## config.mk

```make
export PLATFORM = sky130hd
export DESIGN_NAME = fbw_addr_gen
export DESIGN_NICKNAME = d
export VERILOG_FILES = /design/src/rtl/fbw_pkg.sv /design/src/rtl/fbw_window.sv /design/src/rtl/fbw_pointer.sv /design/src/rtl/fbw_redraw.sv /design/src/rtl/fbw_addr_gen.sv
export SDC_FILE = /design/constraint.sdc
export NUM_CORES = 1
export LEC_CHECK = 0
export ABC_AREA = 1
export BUFFER_PORTS_ARGS = -buffer_cell sky130_fd_sc_hd__buf_2
export CORE_ASPECT_RATIO = 0.8
export CORE_MARGIN = 1.5
export CORE_UTILIZATION = 52
export CTS_CLUSTER_SIZE = 24
export DETAILED_ROUTE_END_ITERATION = 8
export PLACE_DENSITY = 0.74
export RECOVER_POWER = 50
export SYNTH_ARGS = -nofsm -noshare
export SYNTH_HDL_FRONTEND = slang
export SYNTH_HIERARCHICAL = 1
export SYNTH_SLANG_ARGS = --single-unit
```

## constraint.sdc

```tcl
create_clock -name clk -period 5.93 [get_ports clk]
set_clock_uncertainty 0.1 [all_clocks]
set_input_delay 1.4825 -clock clk [delete_from_list [all_inputs] [get_ports clk]]
set_output_delay 1.4825 -clock clk [all_outputs]
set_load 0.005 [all_outputs]
```

## src/rtl/fbw_pkg.sv

```systemverilog
package fbw_pkg;

    localparam int FB_COLS = 64;
    localparam int FB_ROWS = 80;
    localparam int ARG_W   = 8;
    localparam int COL_W   = $clog2(FB_COLS);
    localparam int ROW_W   = $clog2(FB_ROWS);
    localparam int ADDR_W  = $clog2(FB_COLS * FB_ROWS);

    typedef logic [COL_W-1:0] col_t;
    typedef logic [ROW_W-1:0] row_t;

    typedef struct packed {
        col_t first;
        col_t last;
    } col_win_t;

    typedef struct packed {
        row_t first;
        row_t last;
    } row_win_t;

    typedef struct packed {
        row_t row;
        col_t col;
    } fb_pos_t;

    typedef enum logic {
        ORDER_ROW_MAJOR = 1'b0,
        ORDER_COL_MAJOR = 1'b1
    } scan_order_t;

    function automatic logic [ADDR_W-1:0] pos_to_addr(input fb_pos_t p);
        int unsigned a;
        a = int'(p.col) + FB_COLS * int'(p.row);
        return ADDR_W'(a);
    endfunction

endpackage

```

## src/rtl/fbw_window.sv

```systemverilog
module fbw_window #(
    parameter int MOD        = 64,
    parameter int RESET_LAST = MOD - 1,
    parameter int ARG_W      = 8,
    localparam int W         = $clog2(MOD)
) (
    input  logic             clk,
    input  logic             rst,
    input  logic             load,
    input  logic [ARG_W-1:0] arg_first,
    input  logic [ARG_W-1:0] arg_last,
    output logic [W-1:0]     first_q,
    output logic [W-1:0]     last_q,
    output logic [W-1:0]     load_val
);

    logic [W-1:0] last_val;

    always_comb begin
        load_val = W'(32'(arg_first) % MOD);
        last_val = W'(32'(arg_last) % MOD);
    end

    always_ff @(posedge clk) begin
        if (rst) begin
            first_q <= '0;
            last_q  <= W'(RESET_LAST);
        end else if (load) begin
            first_q <= load_val;
            last_q  <= last_val;
        end
    end

    // loaded last equals argument reduced by the axis size
    assert_window_load_R6_R7: assert property (@(posedge clk) disable iff (rst)
        load |=> (32'(last_q) == 32'($past(arg_last)) % MOD)
              && (32'(first_q) == 32'($past(arg_first)) % MOD));

    assert_window_range_R6_R7: assert property (@(posedge clk) disable iff (rst)
        (32'(first_q) < MOD) && (32'(last_q) < MOD));

endmodule

```

## src/rtl/fbw_pointer.sv

```systemverilog
module fbw_pointer
    import fbw_pkg::*;
(
    input  logic        clk,
    input  logic        rst,
    input  logic        advance,
    input  scan_order_t order,
    input  col_win_t    col_win,
    input  row_win_t    row_win,
    input  logic        col_load,
    input  logic        row_load,
    input  col_t        col_load_val,
    input  row_t        row_load_val,
    output fb_pos_t     pos
);

    int unsigned c_cur, r_cur, c_nxt, r_nxt;
    logic        wrap;
    fb_pos_t     pos_step;

    always_comb begin
        c_cur = int'(pos.col);
        r_cur = int'(pos.row);
        c_nxt = c_cur;
        r_nxt = r_cur;
        wrap  = 1'b0;
        if (order == ORDER_ROW_MAJOR) begin
            c_nxt = c_cur + 1;
            wrap  = (c_nxt > int'(col_win.last));
            if (wrap) begin
                c_nxt = int'(col_win.first);
                r_nxt = r_cur + 1;
            end
            if (r_nxt > int'(row_win.last)) begin
                r_nxt = int'(row_win.first);
            end
        end else begin
            r_nxt = r_cur + 1;
            wrap  = (r_nxt > int'(row_win.last));
            if (wrap) begin
                r_nxt = int'(row_win.first);
                c_nxt = c_cur + 1;
            end
            if (c_nxt > int'(col_win.last)) begin
                c_nxt = int'(col_win.first);
            end
        end
        pos_step.col = col_t'(c_nxt);
        pos_step.row = row_t'(r_nxt);
    end

    always_ff @(posedge clk) begin
        if (rst) begin
            pos <= '0;
        end else begin
            if (advance) begin
                pos <= pos_step;
            end
            if (col_load) begin
                pos.col <= col_load_val;
            end
            if (row_load) begin
                pos.row <= row_load_val;
            end
        end
    end

    assert_hstep_R3: assert property (@(posedge clk) disable iff (rst)
        (advance && order == ORDER_ROW_MAJOR && !col_load && !row_load
         && pos.col < col_win.last && pos.row <= row_win.last)
        |=> (pos.col == col_t'($past(pos.col) + 1'b1)) && (pos.row == $past(pos.row)));

    assert_hwrap_R3: assert property (@(posedge clk) disable iff (rst)
        (advance && order == ORDER_ROW_MAJOR && !col_load && !row_load
         && pos.col == col_win.last)
        |=> pos.col == $past(col_win.first));

    assert_vstep_R5: assert property (@(posedge clk) disable iff (rst)
        (advance && order == ORDER_COL_MAJOR && !col_load && !row_load
         && pos.row < row_win.last && pos.col <= col_win.last)
        |=> (pos.row == row_t'($past(pos.row) + 1'b1)) && (pos.col == $past(pos.col)));

    assert_vwrap_R5: assert property (@(posedge clk) disable iff (rst)
        (advance && order == ORDER_COL_MAJOR && !col_load && !row_load
         && pos.row == row_win.last)
        |=> pos.row == $past(row_win.first));

    assert_hold_R2: assert property (@(posedge clk) disable iff (rst)
        (!advance && !col_load && !row_load) |=> $stable(pos));

endmodule

```

## src/rtl/fbw_redraw.sv

```systemverilog
module fbw_redraw (
    input  logic clk,
    input  logic rst,
    input  logic set,
    input  logic clr,
    output logic flag
);

    always_ff @(posedge clk) begin
        if (rst) begin
            flag <= 1'b0;
        end else if (set) begin
            flag <= 1'b1;
        end else if (clr) begin
            flag <= 1'b0;
        end
    end

    assert_set_wins_R8: assert property (@(posedge clk) disable iff (rst)
        set |=> flag);

    assert_clear_R8: assert property (@(posedge clk) disable iff (rst)
        (clr && !set) |=> !flag);

    assert_keep_R8: assert property (@(posedge clk) disable iff (rst)
        (!clr && !set) |=> $stable(flag));

endmodule

```

## src/rtl/fbw_addr_gen.sv

```systemverilog
module fbw_addr_gen
    import fbw_pkg::*;
(
    input  logic              clk,
    input  logic              rst,
    input  logic              px_valid,
    input  logic [ARG_W-1:0]  px_data,
    input  logic              vert_order,
    input  logic              col_load,
    input  logic              row_load,
    input  logic [ARG_W-1:0]  win_first,
    input  logic [ARG_W-1:0]  win_last,
    input  logic              redraw_clr,
    output logic              fb_we,
    output logic [ADDR_W-1:0] fb_addr,
    output logic [ARG_W-1:0]  fb_wdata,
    output logic              redraw
);

    col_win_t    col_win;
    row_win_t    row_win;
    col_t        col_ld_val;
    row_t        row_ld_val;
    fb_pos_t     pos;
    scan_order_t order;

    assign order = scan_order_t'(vert_order);

    fbw_window #(.MOD(FB_COLS), .RESET_LAST(FB_COLS - 1), .ARG_W(ARG_W)) i_col_win (
        .clk       (clk),
        .rst       (rst),
        .load      (col_load),
        .arg_first (win_first),
        .arg_last  (win_last),
        .first_q   (col_win.first),
        .last_q    (col_win.last),
        .load_val  (col_ld_val)
    );

    fbw_window #(.MOD(FB_ROWS), .RESET_LAST(FB_ROWS - 1), .ARG_W(ARG_W)) i_row_win (
        .clk       (clk),
        .rst       (rst),
        .load      (row_load),
        .arg_first (win_first),
        .arg_last  (win_last),
        .first_q   (row_win.first),
        .last_q    (row_win.last),
        .load_val  (row_ld_val)
    );

    fbw_pointer i_pointer (
        .clk          (clk),
        .rst          (rst),
        .advance      (px_valid),
        .order        (order),
        .col_win      (col_win),
        .row_win      (row_win),
        .col_load     (col_load),
        .row_load     (row_load),
        .col_load_val (col_ld_val),
        .row_load_val (row_ld_val),
        .pos          (pos)
    );

    fbw_redraw i_redraw (
        .clk  (clk),
        .rst  (rst),
        .set  (px_valid),
        .clr  (redraw_clr),
        .flag (redraw)
    );

    always_comb begin
        fb_we    = px_valid;
        fb_wdata = px_data;
        fb_addr  = pos_to_addr(pos);
    end

    assert_addr_range_R2: assert property (@(posedge clk) disable iff (rst)
        fb_we |-> (32'(fb_addr) < FB_COLS * FB_ROWS));

endmodule

```

==> out/metrics.csv, run 1 <==
stage,metric,value,unit
drt,DR WL/cell,13.0,um
timing,RSZ-0062 raised after global routing,no,
finish,most frequent cells in the layout,"221 x nand2_1, 110 x inv_1, 73 x nor2_1, 54 x nand3_1, 40 x dfxtp_1",
job,max-cap viol count,0,
yosys,Syn. warnings,6,
grt,via count of the first global-routing pass,3388,
timing,WHS,0.361,ns
yosys,Post-Synthesis Cells,651,
die,Die H,79.1,um
drt,Pre-antenna DRT Iters,5,
placement,GPL Wtd Cong,0.895,
clock_tree,Max clock buf depth,2,
worst_hold_path,Hold Path Class,reg -> reg,
yosys,synth unique cells,31,
power,P_leak,2.35,nW
power,Sw Ratio,39.2,%
setup_path,CP arrival,4.45,ns
grt,initial antenna violation count,0,
power,Flop pwr share,36.1,%
finish,Multi-input gate area,2280,sq um
yosys,Synth area leader,nand2_1,
grt,largest net degree at the start of global routing,29,
finish,share of post-route cells with drive strength above 1,9.68,%
clock_tree,CTS tree,built,
setup_path,"Slowest-stage cell, CP",dfxtp_1,
placement,Post-Place Cells,740,
placement,final HPWL from detailed placement,7610,um
finish,synthesis-to-finish area growth,3.86,%
timing,final hold vios,0,
drt,total wire length,9720,um
setup_path,CP Launch Type,register,
yosys,Post-Syn Nets,712,
drt,via count,3788,
power,VDD IR-drop max,0.127,mV
clock_tree,Clock transition at path regs,0.08,ns
clock_tree,CTS-repair resized insts,0,
timing,slew margin rel.,23.0,%
clock_tree,post-CTS setup buffers,0,
outcome,status,finished clean,
drt,drc violations,0,
clock_tree,Post-CTS Hold Fix Bufs,0,
setup_path,Setup CP Type,reg -> reg,
grt,All-Layer GR Usage,26.0,%
finish,"commonest non-fill, non-tap cell in the layout",nand2_1,
power,Logic pwr share,38.2,%
yosys,Post-synth EDFFs,0,
setup_path,R2R Setup Slk,1.51,ns
timing,setup TNS,0,ns
power,clock network power share,25.8,%
die,Std-Cell Rows,27,
grt,grt ovf,0,
placement,I/O Buffers,37,
power,Pint,0.532,mW
yosys,predominant post-synthesis flop cell,dfxtp_1,
setup_path,R2R depth,27,
setup_path,CP Max Fanout,21,
setup_path,required time worst endpoint,5.96,ns
timing,worst-margin pin slew,1.16,ns
yosys,Synth top area share,22.0,%
finish,final cell count without fillers,748,
drt,Initial DRC Count,351,
setup_path,most frequent CP cell,nand2_1,
die,I/O pin count,54,
finish,Final Util,56.1,%
timing,Final Setup Violations,0,
drt,vias per cell,5.06,
clock_tree,total CTS buffers,5,
finish,Antenna Cells,0,
clock_tree,H-tree Lvls,2,
grt,first-pass GRT wire length,16100,um
yosys,Mean Syn Cell Area,5.78,sq um
finish,fill count,710,
clock_tree,worst skew pair latency,0.29,ns
power,power per cell area,224,nW/um^2
timing,Final Cycle Share,74.6,%
power,NetSw,0.343,mW
clock_tree,# clock sinks,40,
die,Starting Density,54.1,%
timing,fin crit period,4.42,ns
yosys,mapped cell area,3760,sq um
timing,Max Fclk,226,MHz
yosys,register area share after synthesis,21.3,%
timing,Final Max Slew Viols,0,
finish,nets,721,
clock_tree,Root Buffer,clkbuf_8,
drt,Routed Antenna Nets,0,
finish,Register Area,801,sq um
die,total core area,6960,sq um
die,die width,98.1,um
yosys,Synth area leaders,"nand2_1 22%, dfxtp_1 21%, inv_1 11%",
setup_path,CP max stage delay,0.51,ns
yosys,fraction of registers with async set or reset after synthesis,0,%
worst_hold_path,hold path cells,2,
die,area of the die,7760,sq um
yosys,number of synthesized register bits,40,
setup_path,crit end category,register,
-- metrics by stage --
step	setup WS, ns	power, mW	instance area [sq um]
after floorplan	2.30	0.574	3760
after global placement	1.61	0.643	3810
after detailed placement	1.62	0.650	3810
after CTS	1.58	0.874	3920
after global routing	1.13	0.945	3910
final	1.51	0.876	3910
-- sequential cells by signal, summed over array words and instances (netlist names) --
register	flops
i_col_win/first_q	6
i_row_win/first_q	7
i_col_win/last_q	6
i_row_win/last_q	7
i_redraw/flag	1
i_pointer/pos	13
-- cell type report --
class	instances	area share [%]
multi-input cells	460	58.3
flip-flops and latches	40	20.5
inverters	116	11.1
repair buffers	37	4.51
well taps	87	2.79
clock buffers	6	1.86
clock inverters	2	0.897
-- kinds of logic after synthesis --
logic type               count (synthesis)  share of synthesized area (%)
flip-flops                              40                           21.3
AO/OA/AOI/OAI                           47                           7.22
XOR/XNOR                                 7                           1.63
buffers and inverters                  151                           18.2
AND/OR/NAND/NOR                        376                           41.7
adder cells (fa/ha/maj)                 30                           9.98
-- synth_stat cells, types with 6 or more instances --
library cell,count
nor2_1,73
ha_1,30
nand2_2,14
xor2_1,7
o21ai_1,7
inv_1,110
nand2_1,221
nand3_1,54
clkbuf_1,6
buf_4,19
dfxtp_1,40
a21oi_1,24
o21ai_0,8
-- per-layer routing --
metal | up-vias | track usage, % | share of wire [%]
met5 | - | 0 | 0
met4 | 0 | 6.57 | 1.0
met3 | 8 | 4.14 | 7.8
met2 | 136 | 39.2 | 40
met1 | 1663 | 38.3 | 51
li1 | 1981 | - | -
-- power groups by stage --
stage / combinational (mW) / sequential, mW / clock [mW]
final: 0.334 / 0.316 / 0.226
after global placement: 0.324 / 0.320 / 0
after floorplan: 0.259 / 0.315 / 0
after global routing: 0.385 / 0.320 / 0.240
after detailed placement: 0.328 / 0.322 / 0
after CTS: 0.331 / 0.315 / 0.228
-- worst paths after layout --
kind	startpoint	to
worst min-delay path	i_col_win/last_q[5]	i_col_win/last_q[5]
worst max-delay path	i_pointer/pos[6]	i_pointer/pos[1]
worst min register to register	i_col_win/last_q[5]	i_col_win/last_q[5]
worst max register to register	i_pointer/pos[6]	i_pointer/pos[1]
-- worst max-delay path: cells and delay by family (launching register included) --
| family | cells | cell delay, ns |
|---|---|---|
| compound gates | 4 | 0.50 |
| xor+xnor | 1 | 0.19 |
| fa+ha+maj | 3 | 0.82 |
| buf+inv | 3 | 0.29 |
| flops | 1 | 0.51 |
| simple gates | 16 | 1.84 |
No activity file was read; power rests on OpenSTA's default activity.
==> run 2, diff against run 1 <==
PLACE_DENSITY = 0.76   (was 0.74)
clock period = 3.8 ns   (was 5.93 ns; I/O delays follow)
==> run 2 against run 1 <==
  * Flip-flop and latch count did not move
  * Power rose by 63%
  * Routed wire length rose by 6.6%
  * Combinational power rose by 87%
  * Count of clock-buffer cells in the layout did not move
  * Critical endpoint is now i_pointer/pos[2]
  * Worst setup slack got worse by 1.3 ns
  * Sequential power rose by 53%
  * Global-route usage barely moved
  * Hold slack improved by 0.0032 ns
  * Register-to-register slack got worse by 1.3 ns
==> out/metrics.csv, run 2 (synthesis results as in run 1) <==
stage,metric,value,unit
drt,via count,4055,
drt,drc violations,0,
grt,first-pass GRT wire length,16300,um
setup_path,Setup CP Type,reg -> reg,
timing,Final Setup Violations,0,
grt,via count of the first global-routing pass,3451,
clock_tree,Max clock buf depth,2,
grt,initial antenna violation count,0,
drt,vias per cell,5.22,
setup_path,CP max stage delay,0.38,ns
power,overall power,1.42,mW
clock_tree,Clock transition at path regs,0.09,ns
power,Sw Ratio,41.0,%
timing,slew margin rel.,43.4,%
drt,Routed Antenna Nets,0,
timing,Final Cycle Share,94.4,%
power,clock network power share,22.1,%
die,I/O pin count,54,
timing,worst-margin pin slew,0.846,ns
die,area of the die,7760,sq um
power,Flop pwr share,34.1,%
timing,Max Fclk,279,MHz
job,max-cap viol count,0,
outcome,status,finished clean,
drt,Pre-antenna DRT Iters,5,
power,VDD IR-drop max,0.159,mV
die,Starting Density,54.1,%
setup_path,r2r startpoint,i_pointer/pos[7],
finish,most frequent cells in the layout,"212 x nand2_1, 109 x inv_1, 71 x nor2_1, 51 x nand3_1, 37 x buf_2",
setup_path,"Slowest-stage cell, CP",dfxtp_1,
grt,grt ovf,0,
die,total core area,6960,sq um
setup_path,Buf/Inv on CP,3,
setup_path,"Largest delay share family, worst path",simple AND/OR/NAND/NOR gates,
worst_hold_path,Hold Path Class,reg -> reg,
setup_path,crit end category,register,
power,Logic pwr share,43.8,%
timing,Final Max Slew Viols,0,
timing,fin crit period,3.59,ns
setup_path,Setup crit start,i_pointer/pos[7],
setup_path,most frequent CP cell,nand2_1,
clock_tree,worst skew pair latency,0.30,ns
finish,Largest Register,i_pointer/pos,
finish,synthesis-to-finish area growth,14.1,%
clock_tree,H-tree Lvls,2,
power,NetSw,0.583,mW
drt,Initial DRC Count,554,
setup_path,CP Launch Type,register,
clock_tree,CTS tree,built,
finish,fill count,662,
finish,"commonest non-fill, non-tap cell in the layout",nand2_1,
timing,final hold vios,0,
power,P_leak,2.52,nW
die,Std-Cell Rows,27,
die,die width,98.1,um
finish,share of post-route cells with drive strength above 1,19.1,%
setup_path,CP arrival,3.65,ns
finish,nets,750,
setup_path,CP Max Fanout,8,
worst_hold_path,hold path start,i_col_win/last_q[3],
finish,largest registers,"i_pointer/pos: 13 flops, i_row_win/first_q: 7 flops, i_row_win/last_q: 7 flops",
placement,I/O Buffers,37,
finish,final cell count without fillers,777,
power,power per cell area,332,nW/um^2
grt,All-Layer GR Usage,26.0,%
placement,Post-Place Cells,760,
clock_tree,total CTS buffers,5,
clock_tree,Root Buffer,clkbuf_8,
drt,total wire length,10400,um
setup_path,required time worst endpoint,3.87,ns
setup_path,R2R Setup Slk,0.21,ns
placement,final HPWL from detailed placement,7820,um
grt,largest net degree at the start of global routing,29,
drt,DR WL/cell,13.3,um
clock_tree,# clock sinks,40,
die,Die H,79.1,um
placement,GPL Wtd Cong,0.939,
finish,Antenna Cells,0,
power,Pint,0.840,mW
finish,max reg flops,13,
run 2: changes by cell type in the layout (fill, tap and decap cells not counted), sizes merged:
cell / before / now
bufinv: 1 / 0
buf: 30 / 64
clkinvlp: 0 / 2
clkbuf: 13 / 8
clkinv: 2 / 1
run 2: per-layer routing:
layer | GRT usage [%] | vias to the layer above | share of wire [%]
li1 | - | 2044 | -
met1 | 38.8 | 1800 | 49
met2 | 39.1 | 197 | 42
met3 | 4.23 | 14 | 8.2
met4 | 5.43 | 0 | 1.1
met5 | 0 | - | 0
run 2: final timing paths:
check / to / cells after the start
worst max-delay path: i_pointer/pos[2] / 27
worst min-delay path: i_col_win/last_q[3] / 2
worst max register to register: i_pointer/pos[2] / 27
worst min register to register: i_col_win/last_q[3] / 2
run 2: what timing repair did:
action / CTS / global route
setup endpoints to repair: 6 / 13
buffers inserted: 0 / 9
resized for setup: 2 / 44
hold buffers: 0 / 0
pin swaps: 0 / 10
run 2: area by class of cell:
type | count | area [sq um] | area share, %
Clock inverter | 2 | 15.0 | 0.350
Tap cell | 87 | 109 | 2.54
Multi-Input combinational cell | 460 | 2440 | 56.9
Inverter | 116 | 438 | 10.2
Timing Repair Buffer | 66 | 395 | 9.21
Clock buffer | 6 | 82.6 | 1.92
Sequential cell | 40 | 810 | 18.9
run 2: worst reg2reg max path, cell delays in order, from the launching register on:
cell     delay [ns]
dfxtp_1        0.38
ha_4           0.15
nand2_2        0.08
nor2_4         0.13
nand2_2        0.07
xor2_2         0.18
inv_2          0.08
ha_4           0.28
nand3_2        0.10
nor3_4         0.21
o31ai_4        0.13
nand2_4        0.13
nand2_1        0.07
nand2_1        0.09
inv_1          0.05
ha_1           0.30
a21oi_2        0.14
o21ai_1        0.08
nand2_1        0.06
nand2_1        0.06
nand2_2        0.08
nand2_4        0.09
inv_4          0.10
nand2_1        0.06
nand3_1        0.07
nand2_1        0.06
nand2_2        0.08
a21oi_1        0.06
run 2: metrics by stage:
stage	instance area [sq um]	util, %	hold slack (ns)	setup TNS [ns]	worst slack, ns
finish	4290	61.7	0.364	0	0.213
global route	4290	61.7	0.385	-0.146	-0.0482
CTS	4070	58.4	0.367	0	0.00625
detailed placement	3960	56.9	0.345	-0.543	-0.121
global placement	3960	56.9	0.340	-0.780	-0.166
floorplan	3760	-	0.329	0	0.165
run 2: power groups by stage:
| stage | Combinational, mW | Clock [mW] | Sequential (mW) |
|---|---|---|---|
| finish | 0.624 | 0.314 | 0.485 |
| global route | 0.705 | 0.330 | 0.489 |
| CTS | 0.563 | 0.319 | 0.479 |
| detailed placement | 0.558 | 0 | 0.489 |
| global placement | 0.548 | 0 | 0.487 |
| floorplan | 0.404 | 0 | 0.492 |
